**src/rtl/dcs_pkg.sv**
```systemverilog
package dcs_pkg;

    typedef enum logic [1:0] {
        MODE_BLOCK = 2'b00,
        MODE_PUR   = 2'b01,
        MODE_POR   = 2'b10,
        MODE_OFF   = 2'b11
    } dcs_mode_e;

    typedef struct packed {
        logic send;
        logic trip;
    } dcs_out_t;

endpackage

```
**src/rtl/dcs_block_hold.sv**
```systemverilog
module dcs_block_hold #(
    parameter int CNT_W = 16
) (
    input  logic             clk_i,
    input  logic             rst_i,
    input  logic             tick_ms_i,
    input  logic             rx_i,
    input  logic [CNT_W-1:0] hold_ms_i,
    output logic             block_o
);

    logic [CNT_W-1:0] hold_d, hold_q;

    // Reload while carrier present; drain one per tick afterwards.
    always_comb begin
        hold_d = hold_q;
        if (rx_i) begin
            hold_d = hold_ms_i;
        end else if (tick_ms_i && (hold_q != '0)) begin
            hold_d = hold_q - CNT_W'(1);
        end
    end

    always_ff @(posedge clk_i) begin
        if (rst_i) hold_q <= '0;
        else       hold_q <= hold_d;
    end

    assign block_o = rx_i || (hold_q != '0);

endmodule

```
**src/rtl/dcs_coord_timer.sv**
```systemverilog
module dcs_coord_timer #(
    parameter int CNT_W = 16
) (
    input  logic             clk_i,
    input  logic             rst_i,
    input  logic             tick_ms_i,
    input  logic             arm_i,
    input  logic [CNT_W-1:0] coord_ms_i,
    output logic             expired_o
);

    logic [CNT_W-1:0] cnt_d, cnt_q;

    // Counts ticks while armed, saturating at the setting; any disarm clears.
    always_comb begin
        cnt_d = '0;
        if (arm_i) begin
            cnt_d = cnt_q;
            if (tick_ms_i && (cnt_q < coord_ms_i)) begin
                cnt_d = cnt_q + CNT_W'(1);
            end
        end
    end

    always_ff @(posedge clk_i) begin
        if (rst_i) cnt_q <= '0;
        else       cnt_q <= cnt_d;
    end

    assign expired_o = arm_i && (cnt_d >= coord_ms_i);

endmodule

```
**src/rtl/dcs_send_sel.sv**
```systemverilog
module dcs_send_sel
    import dcs_pkg::*;
(
    input  dcs_mode_e mode_i,
    input  logic      rev_pu_i,
    input  logic      fwd_ur_pu_i,
    input  logic      fwd_or_pu_i,
    output logic      send_o
);

    always_comb begin
        unique case (mode_i)
            MODE_BLOCK: send_o = rev_pu_i;
            MODE_PUR:   send_o = fwd_ur_pu_i;
            MODE_POR:   send_o = fwd_or_pu_i;
            default:    send_o = 1'b0;
        endcase
    end

endmodule

```
**src/rtl/dircomp_scheme.sv**
```systemverilog
module dircomp_scheme
    import dcs_pkg::*;
#(
    parameter int CNT_W = 16
) (
    input  logic             clk_i,
    input  logic             rst_i,
    input  logic             tick_ms_i,
    input  logic [1:0]       mode_i,
    input  logic             fwd_trip_pu_i,
    input  logic             rev_pu_i,
    input  logic             fwd_ur_pu_i,
    input  logic             fwd_or_pu_i,
    input  logic             rx_carrier_i,
    input  logic [CNT_W-1:0] coord_ms_i,
    input  logic [CNT_W-1:0] hold_ms_i,
    output logic             send_o,
    output logic             trip_o
);

    dcs_mode_e mode;
    logic      block_seen;
    logic      coord_arm;
    logic      coord_expired;
    logic      send_next;
    dcs_out_t  out_d, out_q;

    assign mode = dcs_mode_e'(mode_i);

    dcs_block_hold #(.CNT_W(CNT_W)) u_hold (
        .clk_i     (clk_i),
        .rst_i     (rst_i),
        .tick_ms_i (tick_ms_i),
        .rx_i      (rx_carrier_i),
        .hold_ms_i (hold_ms_i),
        .block_o   (block_seen)
    );

    assign coord_arm = (mode == MODE_BLOCK) && fwd_trip_pu_i && !block_seen;

    dcs_coord_timer #(.CNT_W(CNT_W)) u_coord (
        .clk_i      (clk_i),
        .rst_i      (rst_i),
        .tick_ms_i  (tick_ms_i),
        .arm_i      (coord_arm),
        .coord_ms_i (coord_ms_i),
        .expired_o  (coord_expired)
    );

    dcs_send_sel u_send (
        .mode_i      (mode),
        .rev_pu_i    (rev_pu_i),
        .fwd_ur_pu_i (fwd_ur_pu_i),
        .fwd_or_pu_i (fwd_or_pu_i),
        .send_o      (send_next)
    );

    always_comb begin
        out_d.send = send_next;
        unique case (mode)
            MODE_BLOCK:         out_d.trip = coord_expired;
            MODE_PUR, MODE_POR: out_d.trip = fwd_trip_pu_i && rx_carrier_i;
            default:            out_d.trip = 1'b0;
        endcase
    end

    always_ff @(posedge clk_i) begin
        if (rst_i) out_q <= '0;
        else       out_q <= out_d;
    end

    assign send_o = out_q.send;
    assign trip_o = out_q.trip;

endmodule

```
**config.mk**
```make
export PLATFORM = sky130hd
export DESIGN_NAME = dircomp_scheme
export DESIGN_NICKNAME = d
export VERILOG_FILES = /design/src/rtl/dcs_pkg.sv /design/src/rtl/dcs_block_hold.sv /design/src/rtl/dcs_coord_timer.sv /design/src/rtl/dcs_send_sel.sv /design/src/rtl/dircomp_scheme.sv
export SDC_FILE = /design/constraint.sdc
export NUM_CORES = 1
export LEC_CHECK = 0
export ABC_AREA = 0
export BUFFER_PORTS_ARGS = -buffer_cell sky130_fd_sc_hd__clkbuf_2
export CAP_MARGIN = 10
export CORE_MARGIN = 2
export CORE_UTILIZATION = 55
export CTS_BUF_LIST = sky130_fd_sc_hd__clkbuf_8
export CTS_CLUSTER_DIAMETER = 150
export DETAILED_ROUTE_END_ITERATION = 7
export GPL_TIMING_DRIVEN = 0
export PLACE_DENSITY = 0.89
export SKIP_CTS_REPAIR_TIMING = 1
export SLEW_MARGIN = 30
export SYNTH_ARGS = -nofsm -noshare
export SYNTH_HDL_FRONTEND = slang
export SYNTH_HIERARCHICAL = 1
export SYNTH_SLANG_ARGS = --single-unit
```
**constraint.sdc**
```tcl
create_clock -name clk_i -period 12.4 [get_ports clk_i]
set_clock_uncertainty 0.2 [all_clocks]
set_input_delay 2.48 -clock clk_i [delete_from_list [all_inputs] [get_ports clk_i]]
set_output_delay 2.48 -clock clk_i [all_outputs]
set_load 0.01 [all_outputs]
```
### After elaboration in Yosys (flattened, before gate mapping)

Cells that the tools add are included.

* reductions and logical operators: 12
* mux-type cells: 6
* magnitude comparators: 2
* add/subtract/negate cells: 2
* equal/unequal tests: 2

Operator list (number)
* 16-bit 2-to-1 mux: 4
* 16-bit by 1-bit adder with 16-bit output (second input constant): 1
* 16-bit >= comparator: 1
* 16-bit < comparator: 1
* 16-bit nonzero test: 1
* 16-bit by 1-bit subtractor with 16-bit output (second input constant): 1
* 1-bit logical AND: 6
* 1-bit one-hot mux with 3 select lines: 1
* 2-bit by 1-bit equality test with 1-bit output (second input constant): 1
* 2-bit equality test (second input constant): 1
* 2-bit zero test: 1
* 1-bit one-hot mux with 2 select lines: 1
* 2-bit nonzero test: 1
* 2-bit OR reduction: 1
* 1-bit zero test: 1
* 1-bit logical OR: 1

* logic and storage cells: 28
* input port bits: 42
* register bits: 34
* output and inout bits: 2

### Logic depth before layout (Yosys ltp)

Gate-level depths: netlist of run 1.

* depth in word-level cells: 8
* mapped depth: 19
* depth with buffers taken out: 17

### By module

The synthesis of run 1 kept the hierarchy.

By module, submodules not included
* dcs_coord_timer: area each 1636.6 µm², cells each 204, times used 1
* dcs_block_hold: area each 982.2 µm², cells each 121, times used 1
* dircomp_scheme: area each 105.1 µm², cells each 11, times used 1
* dcs_send_sel: area each 22.5 µm², cells each 3, times used 1

### Worst setup path before layout of run 1

OpenSTA, ideal clock, no wires.

* path type: in2reg
* start: input port coord_ms_i[9]
* end: register out_q (netlist bit trip_o)
* data required time: 12082 ps
* arrival: 5440 ps
* setup time: 118 ps
* stages: 18
* slack: 6642 ps
* path through: inv_1 > ha_1 > a21o_1 > a221o_1 > a21oi_2 > o21ai_2 > buf_6 > buf_2 > o21ai_1 > a21boi_1 > ha_1 > a21o_1 > a21o_1 > a21oi_1 > nand2_1 > o311a_1 > a32oi_1 > nor3_2

* longest elaborated chain between the ends: 7

Ends and longest elaborated chain
* start, declared: line dircomp_scheme.sv:15 `input logic [CNT_W-1:0] coord_ms_i,`
* 16-bit < comparator: line dcs_coord_timer.sv:19 `if (tick_ms_i && (cnt_q < coord_ms_i)) begin`
* 1-bit logical AND: line dcs_coord_timer.sv:19
* 16-bit 2-to-1 mux: line dcs_coord_timer.sv:19
* 16-bit 2-to-1 mux: line dcs_coord_timer.sv:17 `if (arm_i) begin`
* net u_coord.cnt_d[13]: line dcs_coord_timer.sv:12 `logic [CNT_W-1:0] cnt_d, cnt_q;`
* 16-bit >= comparator: line dcs_coord_timer.sv:30 `assign expired_o = arm_i && (cnt_d >= coord_ms_i);`
* 1-bit logical AND: line dcs_coord_timer.sv:30
* net coord_expired: line dircomp_scheme.sv:24 `logic coord_expired;`
* 1-bit one-hot mux with 2 select lines: line dircomp_scheme.sv:60 `unique case (mode)`
* end signal, assigned: line dircomp_scheme.sv:69 `else out_q <= out_d;`
* end, declared: line dircomp_scheme.sv:26 `dcs_out_t out_d, out_q;`

The timed path passes the listed nets, and every way through them passes these cells.
A chain may end at the register's enable or synchronous reset.

### Worst setup path after layout of run 1

* start: input port rx_carrier_i
* end: register out_q (netlist bit trip_o)

* longest elaborated chain between the ends: 7

Ends and longest elaborated chain
* start, declared: line dircomp_scheme.sv:14 `input logic rx_carrier_i,`
* 1-bit logical OR (*): line dcs_block_hold.sv:29 `assign block_o = rx_i || (hold_q != '0);`
* net block_seen: line dircomp_scheme.sv:22 `logic block_seen;`
* 1-bit zero test (*): line dircomp_scheme.sv:39 `assign coord_arm = (mode == MODE_BLOCK) && fwd_trip_pu_i && !block_seen;`
* 1-bit logical AND (*): line dircomp_scheme.sv:39
* net coord_arm: line dircomp_scheme.sv:23 `logic coord_arm;`
* 16-bit 2-to-1 mux: line dcs_coord_timer.sv:17
* 16-bit >= comparator: line dcs_coord_timer.sv:30
* 1-bit logical AND (*): line dcs_coord_timer.sv:30
* net coord_expired: line dircomp_scheme.sv:24
* 1-bit one-hot mux with 2 select lines (*): line dircomp_scheme.sv:60

Mark *: on every way through the listed nets, which the timed path passes. The rest lies on a longest branch.

==> results.txt, run 1 <==
The routed length on met2 came out at 3419 µm. Global-route wire length before repair: 11,440 µm. The flow ran to the end, and the final reports show no timing, DRC or antenna violations. The worst endpoint required time is 12.38 ns.

In this run the mean area of a mapped cell was 8.101 µm². Detailed placement finished with a half-perimeter wire length of 5196 µm. Net load switching power: 0.00007342 W. Clock-pin slew was measured on the worst setup and hold paths at 0.07 ns. The setup path with the least slack is of type in -> reg. The detailed router used layers up to and including met4. For the relative contribution of sequential cells to total power, the log shows 0.446. By count the netlist is led by 35 x sky130_fd_sc_hd__ha_1, 34 x sky130_fd_sc_hd__dfxtp_1, 26 x sky130_fd_sc_hd__inv_1, 23 x sky130_fd_sc_hd__nand2_1, 21 x sky130_fd_sc_hd__a21oi_1. The root buffer cell chosen for the clock tree is sky130_fd_sc_hd__clkbuf_8.

The total overflow left after global routing is 0. The run gives 2746 µm² as the combined area of all synthesized cells. In the final design database the tool counted 466 nets. Global routing usage summed across all routing layers: 0.2642. For the sequential cell area fraction in the yosys report, the log shows 0.2478. Ranked by total cell area, the synthesized netlist is headed by sky130_fd_sc_hd__dfxtp_1 25%, sky130_fd_sc_hd__ha_1 16%, sky130_fd_sc_hd__a21oi_1 3.8%, sky130_fd_sc_hd__inv_1 3.6%, sky130_fd_sc_hd__nand2_1 3.1%. From left edge to right edge, the die measures 74.67 µm. For this run, the detailed router's first-pass iteration total came to 5. The wire length the detailed router placed on met1 is 2986 µm, and the starting utilization of the core area is 0.5776. The yosys synthesis warning count was 6; the final RePlAce weighted congestion was 0.9158. For the worst slew slack as a fraction of its limit, the log shows 0.6396.

The critical path arrival is 6.04 ns, and the average wire per standard cell is 15.21 µm. The die extent in y was 74.67 µm. The clock tree synthesis step divided the H-tree into 2 levels. Counting flops with a built-in enable in the synthesized netlist gives 0. The layout filler cell count was 424; the number of buffers created by CTS was 5. Entering global routing, the biggest net connects 11 pins. The die covers 5575 µm². Among all flip-flop cells after synthesis, the most frequent one is sky130_fd_sc_hd__dfxtp_1.

The maximum root-to-sink buffer count came out at 2. The tools report the sum of negative setup slack as 0 ns. From synthesis to final layout, the design area changed by 14.90%. Via count of the first global-routing pass: 2,591. The max-slew violation count was 0. The critical path endpoint category is a flop. The share of the clock period used by the worst path after layout is 0.4887, and the final setup violation count is 0. The worst reg2reg path depth is 18, and the cell internal power dissipation is 0.0001920 W. The critical path goes through clkbuf_2 -> inv_1 -> clkbuf_1 -> nand3_1 -> nor2_1 -> clkbuf_1 -> clkbuf_1 -> nand2_1 -> ha_1 -> nand2b_1 -> a21oi_1 -> nor2b_1 -> o21ai_0 -> a21oi_1 -> o311a_1 -> a32oi_1 -> nor3_2.

The floorplan step defined a core boundary enclosing 4755 µm². The ratio of total power to cell area was 84.11 nW/µm²; the number of vias after detailed routing was 2,740. The leakage power figure is 1.387 nW, and the number of hold-slack violations in the final timing report is 0.

TritonCTS built the clock tree. Clock sink total: 34. By instance count, the leading cell after synthesis is sky130_fd_sc_hd__ha_1. The fraction of synthesis flops using an asynchronous set or reset pin works out to 0. Setup repair after global routing left no endpoint under its margin. The tool flagged a number of max-cap violations equal to 0. The largest area contributor in the synthesized netlist was sky130_fd_sc_hd__dfxtp_1.

The worst setup path is launched from a primary input. Clock network fraction of design power: 0.368. The routed wire length came out at 6950 µm. Clock latency on the worst-skew pair, taken at its later pin, is 0.29 ns. The longest individual stage delay on the worst path was 0.46 ns. The proportion of netlist area held by the largest area contributor was 0.2478. In the routed design, unresolved DRC markers number 0. Timing would allow up to 165.0 MHz. The synthesized instance count was 339; the vias per cell was 5.996. The number of antenna violations at the first check in global routing is 0, and the routed length on met3 is 380 µm.

Of all nets on the critical path, the largest fanout is 10. The number of cells on the worst hold path was 2. During I/O placement, the number of pins put on the boundary was 44. For the multi-input logic area, the log shows 1899 µm². Net switching fraction of the power: 0.2766.

The minimum clock period was 6.059 ns. Cell at the slowest stage of the critical path: sky130_fd_sc_hd__clkbuf_1. The repair_antennas step left the layout with diodes totalling 0. The detailed router finished its first iteration with 219 violations.

In this run, synthesis produced a sequential element count of 34. The setup check on the worst reg-to-reg path leaves a slack of 7.39 ns. VDD sags by at most 0.00007847 V. Hold is met by 0.3165 ns. The combinational cell fraction of total power was 0.186; the sequential cell area was 680.7 µm².

The floorplan row count is 25. The post-synth net total came out at 416. Type of the most critical hold path: reg -> reg. The number of buffers inserted by port buffering came out at 43. For the pin with the worst max-slew slack, the measured transition is 0.5407 ns. The share of final-layout standard cells stronger than drive strength 1 works out to 0.1615. Counting distinct cell types in the post-synthesis netlist gives 55. Counting stages on the worst path, the most repeated cell is sky130_fd_sc_hd__clkbuf_1. For the antenna violation net count after detailed routing, the log shows 0.
-- cell usage in the layout (no fill, tap or decap), types with 11 or more instances in the layout --
cell type                  synthesis  layout
sky130_fd_sc_hd__clkbuf_2          0      43
sky130_fd_sc_hd__ha_1             35      35
sky130_fd_sc_hd__dfxtp_1          34      34
sky130_fd_sc_hd__inv_1            26      26
sky130_fd_sc_hd__nand2_1          23      23
sky130_fd_sc_hd__a21oi_1          21      21
sky130_fd_sc_hd__nor2_1           20      20
sky130_fd_sc_hd__or3_1            13      13
sky130_fd_sc_hd__a211oi_1         11      11
sky130_fd_sc_hd__nand3_1          11      11
-- worst paths after layout --
path / from / endpoint
worst min register to register: u_hold/hold_q[12] / u_hold/hold_q[12]
worst min-delay path: u_hold/hold_q[12] / u_hold/hold_q[12]
worst max-delay path: rx_carrier_i / trip_o
worst max register to register: u_hold/hold_q[7] / trip_o
-- area by class of cell --
| cell class | count | share of cell area |
|---|---|---|
| repair buffers | 43 | 0.06820 |
| plain buffers | 12 | 0.02181 |
| clock buffers | 8 | 0.03489 |
| inverters | 26 | 0.03093 |
| multi-input cells | 267 | 0.6019 |
| well taps | 67 | 0.02657 |
| flip-flops and latches | 34 | 0.2157 |
-- logic make-up after synthesis --
group / synth area share
AOI/OAI and AO/OA: 0.2374
buffers and inverters: 0.06059
DFF: 0.2478
xor gates and xnor gates: 0.02870
adders and majority gates: 0.1595
and+or+nand+nor: 0.2406
muxes: 0.02551
-- power by group through the flow --
stage,Clock (W),Sequential (W),Combinational [W]
global placement,0,0.000120,0.0000464
global route,0.000103,0.000119,0.0000552
detailed placement,0,0.000120,0.0000482
finish,0.0000977,0.000118,0.0000494
floorplan,0,0.000120,0.0000329
CTS,0.0000995,0.000118,0.0000489
-- flip-flops by register name, indices dropped and copies added (netlist names) --
register       cells
u_coord/cnt_q     16
u_hold/hold_q     16
send_o             1
trip_o             1
-- layer usage --
| metal | vias to the layer above | global-route usage |
|---|---|---|
| met5 | - | 0 |
| met4 | 0 | 0.1111 |
| met3 | 18 | 0.03748 |
| met2 | 114 | 0.4612 |
| met1 | 1256 | 0.3264 |
| li1 | 1352 | - |
-- worst max-delay path, delay by kind of cell --
family                     cells  cell delay [ns]
buffers and inverters          5             1.46
AOI/OAI and AO/OA              5             1.04
and+or+nand+nor                6             0.77
adders and majority gates      1             0.29
-- metrics by stage --
stage	instances	total power [W]	setup slack (ns)	area, µm²	util
after floorplan	339	0.0001526	6.642	2746	-
after global routing	457	0.0002774	6.174	3156	0.6637
final	457	0.0002654	6.341	3156	0.6637
after detailed placement	449	0.0001686	6.099	3045	0.6405
after global placement	449	0.0001669	6.133	3045	0.6405
after CTS	457	0.0002665	6.384	3156	0.6637
Power figures use the tool's default switching activity.
==> run 2, diff against run 1 <==
- ABC_AREA: 0 -> 1
- PLACE_DENSITY: 0.89 -> 0.91
- clock period: 12.4 -> 5.15 ns (I/O delays scaled with it)
==> run 2 against run 1 <==
Sequential share of layout area fell by 3.0 points. Largest power group unchanged. Synthesized area rose by 19%. Critical endpoint unchanged. Setup slack got worse by 5.0 ns. First-iteration DRC count rose by 66%. Non-clock buffer count rose by 6. Highest routed layer unchanged. Synthesized cell count rose by 58%. Critical path depth rose by 6. Hold slack improved by 0.0043 ns.
==> results.txt, run 2 <==
The number of vias after detailed routing is 3,580 (was 2,740), and the number of buffers created by CTS is 5 (unchanged). The clock network fraction of design power was 0.315 (was 0.368); the minimum clock period was 3.858 ns. The final net count came out at 664 (was 466).

Starting utilization of the core area: 0.5602 (was 0.5776). Area enclosed by the die boundary: 6555 µm² (was 5575 µm²). Kind of launch point of the worst setup path: a primary input (unchanged). The run gives 0 ns (unchanged) as the sum of negative setup slack.

The logs give 3258 µm² (was 2746 µm²) for the combined area of all synthesized cells and 614 (was 416) for the post-synth net total. The net switching fraction of the power came out at 0.3267 (was 0.2766). The tools report the setup slack after placement as 0.9849 ns (was 6.099 ns).

Yosys synthesis warning count: 6 (unchanged). The clock tree root driver cell was sky130_fd_sc_hd__clkbuf_8 (unchanged). TritonCTS built the clock tree. The horizontal die dimension works out to 80.97 µm (was 74.67 µm). Length of the first detailed-routing pass in iterations: 7 (was 5). The number of cells on the worst hold path is 2 (unchanged), and the measured slew at the worst slew-check pin is 0.5957 ns (was 0.5407 ns). The tools report the sequential cell area fraction in the yosys report as 0.2089 (was 0.2478). Number of distinct library cells after synthesis: 34 (was 55). The run finished with clean final reports. The run gives 0 (unchanged) as the total grt overflow. The cell area after placement was 3567 µm² (was 3045 µm²); the maximum root-to-sink buffer count was 2 (unchanged).

The leakage power figure was 2.136 nW (was 1.387 nW). For the net load switching power, the log shows 0.0002148 W (was 0.00007342 W). Most frequent cells after synthesis: 121 x sky130_fd_sc_hd__nand2_1, 90 x sky130_fd_sc_hd__inv_1, 81 x sky130_fd_sc_hd__nor2_1, 51 x sky130_fd_sc_hd__nand3_1, 35 x sky130_fd_sc_hd__ha_1 (was 35 x sky130_fd_sc_hd__ha_1, 34 x sky130_fd_sc_hd__dfxtp_1, 26 x sky130_fd_sc_hd__inv_1, 23 x sky130_fd_sc_hd__nand2_1, 21 x sky130_fd_sc_hd__a21oi_1).

Average instance area after synthesis: 6.067 µm² (was 8.101 µm²). The worst setup path startpoint was coord_ms_i[9] (was rx_carrier_i). The flip-flop and latch count after synthesis is 34 (unchanged), and the critical path arrival is 3.89 ns (was 6.04 ns). The multiplexer share of the synthesized area came out at 0 (was 0.02551). Reg-to-reg critical path endpoint: trip_o (unchanged).

The tools report the number of top-level pins as 44 (unchanged). Setup repair after global routing left no endpoint under its margin. The proportion of netlist area held by the largest area contributor is 0.2089 (was 0.2478). The critical path endpoint category is a flop (unchanged). The post-synthesis adder-cell area fraction works out to 0.1344 (was 0.1595).

The highest net fanout along the worst path was 10 (unchanged). The final hold slack came out at 0.3208 ns (was 0.3165 ns). The flip-flop cell with the highest count after synthesis was sky130_fd_sc_hd__dfxtp_1 (unchanged). The tools report the final setup violation count as 0 (unchanged). The top layer used by detailed routing was met4 (unchanged).

The number of hold-slack violations in the final timing report was 0 (unchanged); the routed wire length was 8053 µm (was 6950 µm). The final cell area excluding filler cells was 3659 µm² (was 3156 µm²); the average wire per standard cell was 12.15 µm (was 15.21 µm). The ratio of total power to cell area is 179.7 nW/µm² (was 84.11 nW/µm²).

Leading cell types by total area after synthesis: sky130_fd_sc_hd__dfxtp_1 21%, sky130_fd_sc_hd__nand2_1 14%, sky130_fd_sc_hd__ha_1 13%, sky130_fd_sc_hd__inv_1 10%, sky130_fd_sc_hd__nor2_1 9.3% (was sky130_fd_sc_hd__dfxtp_1 25%, sky130_fd_sc_hd__ha_1 16%, sky130_fd_sc_hd__a21oi_1 3.8%, sky130_fd_sc_hd__inv_1 3.6%, sky130_fd_sc_hd__nand2_1 3.1%). For the standard cell core area, the log shows 5816 µm² (was 4755 µm²). Startpoint of the worst register-to-register path: u_hold/hold_q[0] (was u_hold/hold_q[7]).

The combinational family with the most area after synthesis is simple AND/OR/NAND/NOR gates (unchanged). The run gives 0.6029 (was 0.6396) as the worst slew slack as a fraction of its limit. For this run, the top clock speed supported by timing is 259.2 MHz.

The maximum number of pins on one net before global-route repair was 11 (unchanged); the worst reg2reg path depth was 23 (was 18). The logs give 0.0004428 W (was 0.0001920 W) for the cell internal power dissipation and 0.244 (was 0.186) for the combinational cell fraction of total power. The fraction of synthesis flops using an asynchronous set or reset pin works out to 0 (unchanged). Registers with the highest flip-flop counts: u_coord/cnt_q: 16 flops, u_hold/hold_q: 16 flops (unchanged). The launch instance of the worst min-delay path was u_hold/hold_q[4] (was u_hold/hold_q[12]). For the sum of net half-perimeters after detailed placement, the log shows 6310 µm (was 5196 µm).

The routed length on met2 was 4063 µm (was 3419 µm); the vias per cell was 5.400 (was 5.996). For the routed length on met3, the log shows 561 µm (was 380 µm). The logs give 364 (was 219) for the number of DRC markers after the initial detailed-route iteration and 1.292 ns (was 6.341 ns) for the final worst-path setup slack. Synthesized instance count: 537 (was 339). Type of the most critical hold path: reg -> reg (unchanged). The number of buffers inserted by port buffering was 43 (unchanged). The tools report the max-slew violation count as 0 (unchanged). The total DRC errors in the routed layout was 0 (unchanged). For the antenna violation net count after detailed routing, the log shows 0 (unchanged). For the relative contribution of sequential cells to total power, the log shows 0.440 (was 0.446). The number of antenna violations at the first check in global routing came out at 0 (unchanged).

The tools report the end point of the worst hold path as u_hold/hold_q[4] (was u_hold/hold_q[12]). Synthesized-area fraction occupied by and/or/nand/nor cells: 0.4259 (was 0.2405). The global-route wire length before repair was 13,640 µm (was 11,440 µm). The cell with the most instances after synthesis is sky130_fd_sc_hd__nand2_1 (was sky130_fd_sc_hd__ha_1).

Commonest cells after routing, fill and taps aside: 121 x sky130_fd_sc_hd__nand2_1, 91 x sky130_fd_sc_hd__inv_1, 81 x sky130_fd_sc_hd__nor2_1, 51 x sky130_fd_sc_hd__nand3_1, 44 x sky130_fd_sc_hd__clkbuf_2 (was 43 x sky130_fd_sc_hd__clkbuf_2, 35 x sky130_fd_sc_hd__ha_1, 34 x sky130_fd_sc_hd__dfxtp_1, 26 x sky130_fd_sc_hd__inv_1, 23 x sky130_fd_sc_hd__nand2_1). The max-cap violation count was 0 (unchanged); the share of final-layout standard cells stronger than drive strength 1 was 0.1582 (was 0.1615). Die extent in y: 80.97 µm (was 74.67 µm). The via count of the first global-routing pass came out at 3,285 (was 2,591). The number of synthesized flops with an enable pin was 0 (unchanged); the floorplan row count was 28 (was 25). The post-synthesis xor/xnor area fraction is 0 (was 0.02870).

The run gives 2 (unchanged) as the number of levels in the clock H-tree. The largest area contributor in the synthesized netlist is sky130_fd_sc_hd__dfxtp_1 (unchanged). The area growth from synthesis to final layout was 12.29% (was 14.90%). The post-synthesis compound-gate area fraction was 0.08410 (was 0.2374).

The logs give 5.18 ns (was 12.38 ns) for the worst endpoint required time and 0.0001534 V (was 0.00007847 V) for the maximum VDD drop. The run gives 0.0006576 W (was 0.0002654 W) as the power after layout. The antenna cell count came out at 0 (unchanged).

Final RePlAce weighted congestion: 0.9298 (was 0.9158). The wire length the detailed router placed on met1 came out at 3237 µm (was 2986 µm). The leading cell type in the layout, fill and taps excluded was sky130_fd_sc_hd__nand2_1 (was sky130_fd_sc_hd__clkbuf_2). The setup slack on the worst flop-to-flop path came out at 1.55 ns (was 7.39 ns). The global routing usage summed across all routing layers is 0.2601 (was 0.2642), and the clock slew seen by the registers of the worst setup and hold paths is 0.07 ns (about the same). The kind of critical path was in -> reg (unchanged).

The share of the clock period used by the worst path after layout was 0.7491. The clock sink total was 34 (unchanged); the clock latency reported for the late side of the worst-skew pair was 0.29 ns (about the same).
[run 2: per-stage QoR]
| step | util | cells |
|---|---|---|
| global route | 0.6291 | 663 |
| global placement | 0.6134 | 655 |
| finish | 0.6291 | 663 |
| CTS | 0.6291 | 663 |
| floorplan | - | 537 |
| detailed placement | 0.6134 | 655 |
[run 2: cell type report]
class | instances | area, µm²
Timing Repair Buffer | 43 | 215.2
Multi-Input combinational cell | 391 | 2100
Inverter | 94 | 352.8
Fill cell | 565 | 2157
Tap cell | 75 | 93.84
Clock buffer | 6 | 82.58
Buffer | 18 | 125.1
Clock inverter | 2 | 8.758
Sequential cell | 34 | 680.7
[run 2: cells by family after synthesis]
kind of cell,after synthesis
AO/OA/AOI/OAI,51
adder cells (fa/ha/maj),35
buffers and inverters,112
flip-flops,34
AND/OR/NAND/NOR,305
[run 2: critical path, stage by stage]
cell and delay [ns]:
sky130_fd_sc_hd__clkbuf_2 0.07, sky130_fd_sc_hd__inv_1 0.04, sky130_fd_sc_hd__ha_1 0.31, sky130_fd_sc_hd__nand2_1 0.07, sky130_fd_sc_hd__inv_1 0.03, sky130_fd_sc_hd__o21ai_1 0.12, sky130_fd_sc_hd__a21oi_1 0.11, sky130_fd_sc_hd__nor2_2 0.16
sky130_fd_sc_hd__buf_2 0.25, sky130_fd_sc_hd__nand4_1 0.12, sky130_fd_sc_hd__nand3_1 0.12, sky130_fd_sc_hd__inv_1 0.05, sky130_fd_sc_hd__ha_1 0.28, sky130_fd_sc_hd__nand2_1 0.06, sky130_fd_sc_hd__inv_1 0.05, sky130_fd_sc_hd__nand3_1 0.08
sky130_fd_sc_hd__nor3_1 0.35, sky130_fd_sc_hd__nand3_1 0.12, sky130_fd_sc_hd__nand3_1 0.14, sky130_fd_sc_hd__nand2_1 0.07, sky130_fd_sc_hd__inv_1 0.06, sky130_fd_sc_hd__nand2_1 0.06, sky130_fd_sc_hd__a21oi_2 0.12
[run 2: per-layer routing]
layer | GRT usage | up-vias
met5 | 0 | -
met4 | 0.09322 | 0
met3 | 0.03444 | 26
met2 | 0.4893 | 157
met1 | 0.2980 | 1577
li1 | - | 1820
[run 2: worst max-delay path by stage]
stage / slack [ns] / endpoint / cells past startpoint
floorplan: 1.65 / trip_o / 22
global placement: 1.04 / trip_o / 23
detailed placement: 0.98 / trip_o / 23
CTS: 1.28 / trip_o / 23
global route: 1.04 / trip_o / 23
finish: 1.29 / trip_o / 23
[run 2: power by group through the flow]
| stage | clock network (W) | logic, W | registers, W |
|---|---|---|---|
| global route | 0.000221 | 0.000184 | 0.000291 |
| CTS | 0.000212 | 0.000160 | 0.000289 |
| detailed placement | 0 | 0.000159 | 0.000295 |
| floorplan | 0 | 0.000116 | 0.000292 |
| global placement | 0 | 0.000152 | 0.000294 |
| finish | 0.000207 | 0.000161 | 0.000289 |
==> run 3, diff against run 2 <==
- clock period: 5.15 -> 3.2 ns (I/O delays scaled with it)
==> run 3 against run 2 <==
The run now ends with setup timing left. Clock power increased by 66%. Setup slack worse by 1.5 ns. Global-route usage is the same. Non-clock buffer count grew 19. First-iteration DRC count rose by 53%. Register-to-register slack worse by 1.7 ns. Highest routed layer unchanged.
==> results.txt, run 3 (same netlist as run 2, synthesis figures left out) <==
The buffering stage count on the worst path with inverters included is 7 (unchanged). The final reports fail on setup timing. The logs give 0 (unchanged) for the max-slew violation count and 0 (unchanged) for the max-cap violation count. Die extent in y: 80.97 µm (unchanged). The number of top-level pins was 44 (unchanged). The sum of net half-perimeters after detailed placement is 6310 µm (unchanged), and the total DRC errors in the routed layout is 0 (unchanged). The tools report the global-route wire length before repair as 13,640 µm (unchanged). The kind of critical path was in -> reg (unchanged).

The vias per cell was 5.897 (was 5.400). The dominant delay contributor by cell family on the critical path is simple AND/OR/NAND/NOR gates (unchanged). The worst path needs 3.380 ns of the cycle, external delays included. The final setup violation count was 1 (was 0). The worst endpoint required time was 3.22 ns (was 5.18 ns); the starting utilization of the core area was 0.5602 (unchanged). The run gives 0 (unchanged) as the antenna cell count. Maximum root-to-sink buffer count: 2 (unchanged). Registers with the highest flip-flop counts: u_coord/cnt_q: 16 flops, u_hold/hold_q: 16 flops (unchanged). The logs give 4,022 (was 3,580) for the number of vias after detailed routing and 2.277 nW (was 2.136 nW) for the leakage power figure. The clock tree root driver cell was sky130_fd_sc_hd__clkbuf_8 (unchanged).

The final net count is 683 (was 664). The length of the first detailed-routing pass in iterations was 6 (was 7). The number of buffers inserted by port buffering works out to 43 (unchanged). The setup slack after placement came out at -0.5751 ns (was 0.9849 ns).

The standard cell core area was 5816 µm² (unchanged); the horizontal die dimension was 80.97 µm (unchanged). For the power after layout, the log shows 0.001132 W (was 0.0006576 W). The type of the most critical hold path is reg -> reg (unchanged).

For the number of hold-slack violations in the final timing report, the log shows 0 (unchanged). Cell count along the critical path: 23 (unchanged). The clock latency reported for the late side of the worst-skew pair is 0.30 ns (was 0.29 ns). The clock slew seen by the registers of the worst setup and hold paths was 0.07 ns (about the same); the maximum VDD drop was 0.0002561 V (was 0.0001534 V). Setup repair after global routing could not meet its margin everywhere. The flow ran to the end, but the final reports show violations.

The area growth from synthesis to final layout was 38.98% (was 12.29%). The longest individual stage delay on the worst path is 0.31 ns (was 0.35 ns), and the worst slew slack as a fraction of its limit is 0.5562 (was 0.6029). The ratio of total power to cell area came out at 250.0 nW/µm² (was 179.7 nW/µm²). Commonest cells after routing, fill and taps aside: 109 x sky130_fd_sc_hd__nand2_1, 76 x sky130_fd_sc_hd__nor2_1, 67 x sky130_fd_sc_hd__inv_1, 38 x sky130_fd_sc_hd__clkbuf_2, 32 x sky130_fd_sc_hd__nand3_1 (was 121 x sky130_fd_sc_hd__nand2_1, 91 x sky130_fd_sc_hd__inv_1, 81 x sky130_fd_sc_hd__nor2_1, 51 x sky130_fd_sc_hd__nand3_1, 44 x sky130_fd_sc_hd__clkbuf_2). TritonCTS built the clock tree.

The average wire per standard cell works out to 16.57 µm (was 12.15 µm). The cell at the slowest stage of the critical path is sky130_fd_sc_hd__nor3_4 (was sky130_fd_sc_hd__nor3_1). The kind of launch point of the worst setup path is a primary input (unchanged). Cells along the critical path: clkbuf_2 -> inv_1 -> ha_1 -> nand2_1 -> inv_2 -> o21ai_2 -> a21oi_2 -> nor2_4 -> buf_6 -> buf_12 -> nand3_1 -> nand2_1 -> nand3_2 -> inv_1 -> ha_4 -> nand2_4 -> nor3_4 -> nand3_2 -> nand3_2 -> nand2_2 -> inv_2 -> nand2_2 -> a21oi_2 (was clkbuf_2 -> inv_1 -> ha_1 -> nand2_1 -> inv_1 -> o21ai_1 -> a21oi_1 -> nor2_2 -> buf_2 -> nand4_1 -> nand3_1 -> inv_1 -> ha_1 -> nand2_1 -> inv_1 -> nand3_1 -> nor3_1 -> nand3_1 -> nand3_1 -> nand2_1 -> inv_1 -> nand2_1 -> a21oi_2). The run gives 0.9298 (unchanged) as the final RePlAce weighted congestion.

The run gives 0 (unchanged) as the number of antenna violations at the first check in global routing. The routed wire length came out at 11,300 µm (was 8053 µm). Leading cell type in the layout, fill and taps excluded: sky130_fd_sc_hd__nand2_1 (unchanged). The share of the clock period used by the worst path after layout was 1.056. Setup slack on the worst flop-to-flop path: -0.12 ns (was 1.55 ns). The clock sink total was 34 (unchanged); the critical path arrival was 3.40 ns (was 3.89 ns). For the area enclosed by the die boundary, the log shows 6555 µm² (unchanged). The tools report the number of levels in the clock H-tree as 2 (unchanged). The antenna violation net count after detailed routing is 0 (unchanged), and the final hold slack is 0.3271 ns (was 0.3208 ns).

The final worst-path setup slack is -0.1800 ns (was 1.292 ns). The tools report the maximum number of pins on one net before global-route repair as 11 (unchanged). The share of final-layout standard cells stronger than drive strength 1 was 0.3542 (was 0.1582). Based on the critical path, the design can be clocked at up to 295.9 MHz.

For the via count of the first global-routing pass, the log shows 3,285 (unchanged). The most common cell type on the critical path is sky130_fd_sc_hd__nand3_2 (was sky130_fd_sc_hd__inv_1). The total grt overflow came out at 0 (unchanged). Critical path endpoint category: a flop (unchanged).

The highest net fanout along the worst path came out at 7 (was 10). The measured slew at the worst slew-check pin works out to 0.6657 ns (was 0.5957 ns). For the floorplan row count, the log shows 28 (unchanged). The number of DRC markers after the initial detailed-route iteration was 557 (was 364); the global routing usage summed across all routing layers was 0.2601 (unchanged). The tools report the number of buffers created by CTS as 5 (unchanged). The number of cells on the worst hold path was 2 (unchanged); the worst reg2reg path depth was 19 (was 23).
[run 3: changes by cell type in the layout (fill, tap and decap cells not counted), moves of 10 or more]
cell / previous run / this run
sky130_fd_sc_hd__buf_4: 2 / 15
sky130_fd_sc_hd__ha_1: 35 / 9
sky130_fd_sc_hd__ha_4: 0 / 24
sky130_fd_sc_hd__inv_1: 91 / 67
sky130_fd_sc_hd__inv_2: 4 / 21
sky130_fd_sc_hd__nand2_1: 121 / 109
sky130_fd_sc_hd__nand2_2: 4 / 14
sky130_fd_sc_hd__nand3_1: 51 / 32
sky130_fd_sc_hd__nand3_2: 5 / 23
[run 3: worst paths after layout]
check | startpoint | to
worst max-delay path | coord_ms_i[10] | trip_o
worst max register to register | u_coord/cnt_q[0] | trip_o
worst min-delay path | u_hold/hold_q[4] | u_hold/hold_q[4]
worst min register to register | u_hold/hold_q[4] | u_hold/hold_q[4]
[run 3: cell type report]
cell class,instances,area (µm²)
Buffer,18,167.7
Timing Repair Buffer,62,473.0
Fill cell,402,1287
Inverter,94,377.9
Tap cell,75,93.84
Clock buffer,6,82.58
Sequential cell,34,686.9
Multi-Input combinational cell,391,2638
Clock inverter,2,8.758
[run 3: through the flow]
step | utilization | std cells | instance area, µm² | setup TNS [ns]
CTS | 0.6291 | 663 | 3659 | -0.4201
global route | 0.7786 | 682 | 4528 | -0.2804
finish | 0.7786 | 682 | 4528 | -0.1800
floorplan | - | 537 | 3258 | 0
global placement | 0.6134 | 655 | 3567 | -0.5157
detailed placement | 0.6134 | 655 | 3567 | -0.5751
[run 3: worst reg2reg max path: stages, from the launching register on]
cell and delay [ns]:
sky130_fd_sc_hd__dfxtp_1 0.45, sky130_fd_sc_hd__ha_1 0.22, sky130_fd_sc_hd__nand2_1 0.13, sky130_fd_sc_hd__nor3_4 0.24, sky130_fd_sc_hd__nand3_2 0.17, sky130_fd_sc_hd__nor3_2 0.22
sky130_fd_sc_hd__nand4_1 0.15, sky130_fd_sc_hd__nand3_2 0.11, sky130_fd_sc_hd__inv_2 0.05, sky130_fd_sc_hd__ha_4 0.26, sky130_fd_sc_hd__nand2_2 0.06, sky130_fd_sc_hd__inv_2 0.06
sky130_fd_sc_hd__nand3_4 0.08, sky130_fd_sc_hd__nor3_4 0.30, sky130_fd_sc_hd__nand3_2 0.13, sky130_fd_sc_hd__nand3_2 0.11, sky130_fd_sc_hd__nand2_2 0.07, sky130_fd_sc_hd__inv_2 0.05
sky130_fd_sc_hd__nand2_2 0.05, sky130_fd_sc_hd__a21oi_2 0.13
[run 3: per-layer routing]
metal  vias up  global-route usage  wire [µm]
met1      1829              0.2980       3937
met5         -                   0          0
met2       252              0.4893       5713
li1       1858                   -          -
met3        83             0.03444        905
met4         0             0.09322        747
[run 3: where the power goes]
part	internal, W	leakage (nW)	switching [W]
Combinational	0.000129	1.94	0.000192
Sequential	0.000443	0.281	0.0000248
Clock	0.000171	0.0524	0.000172
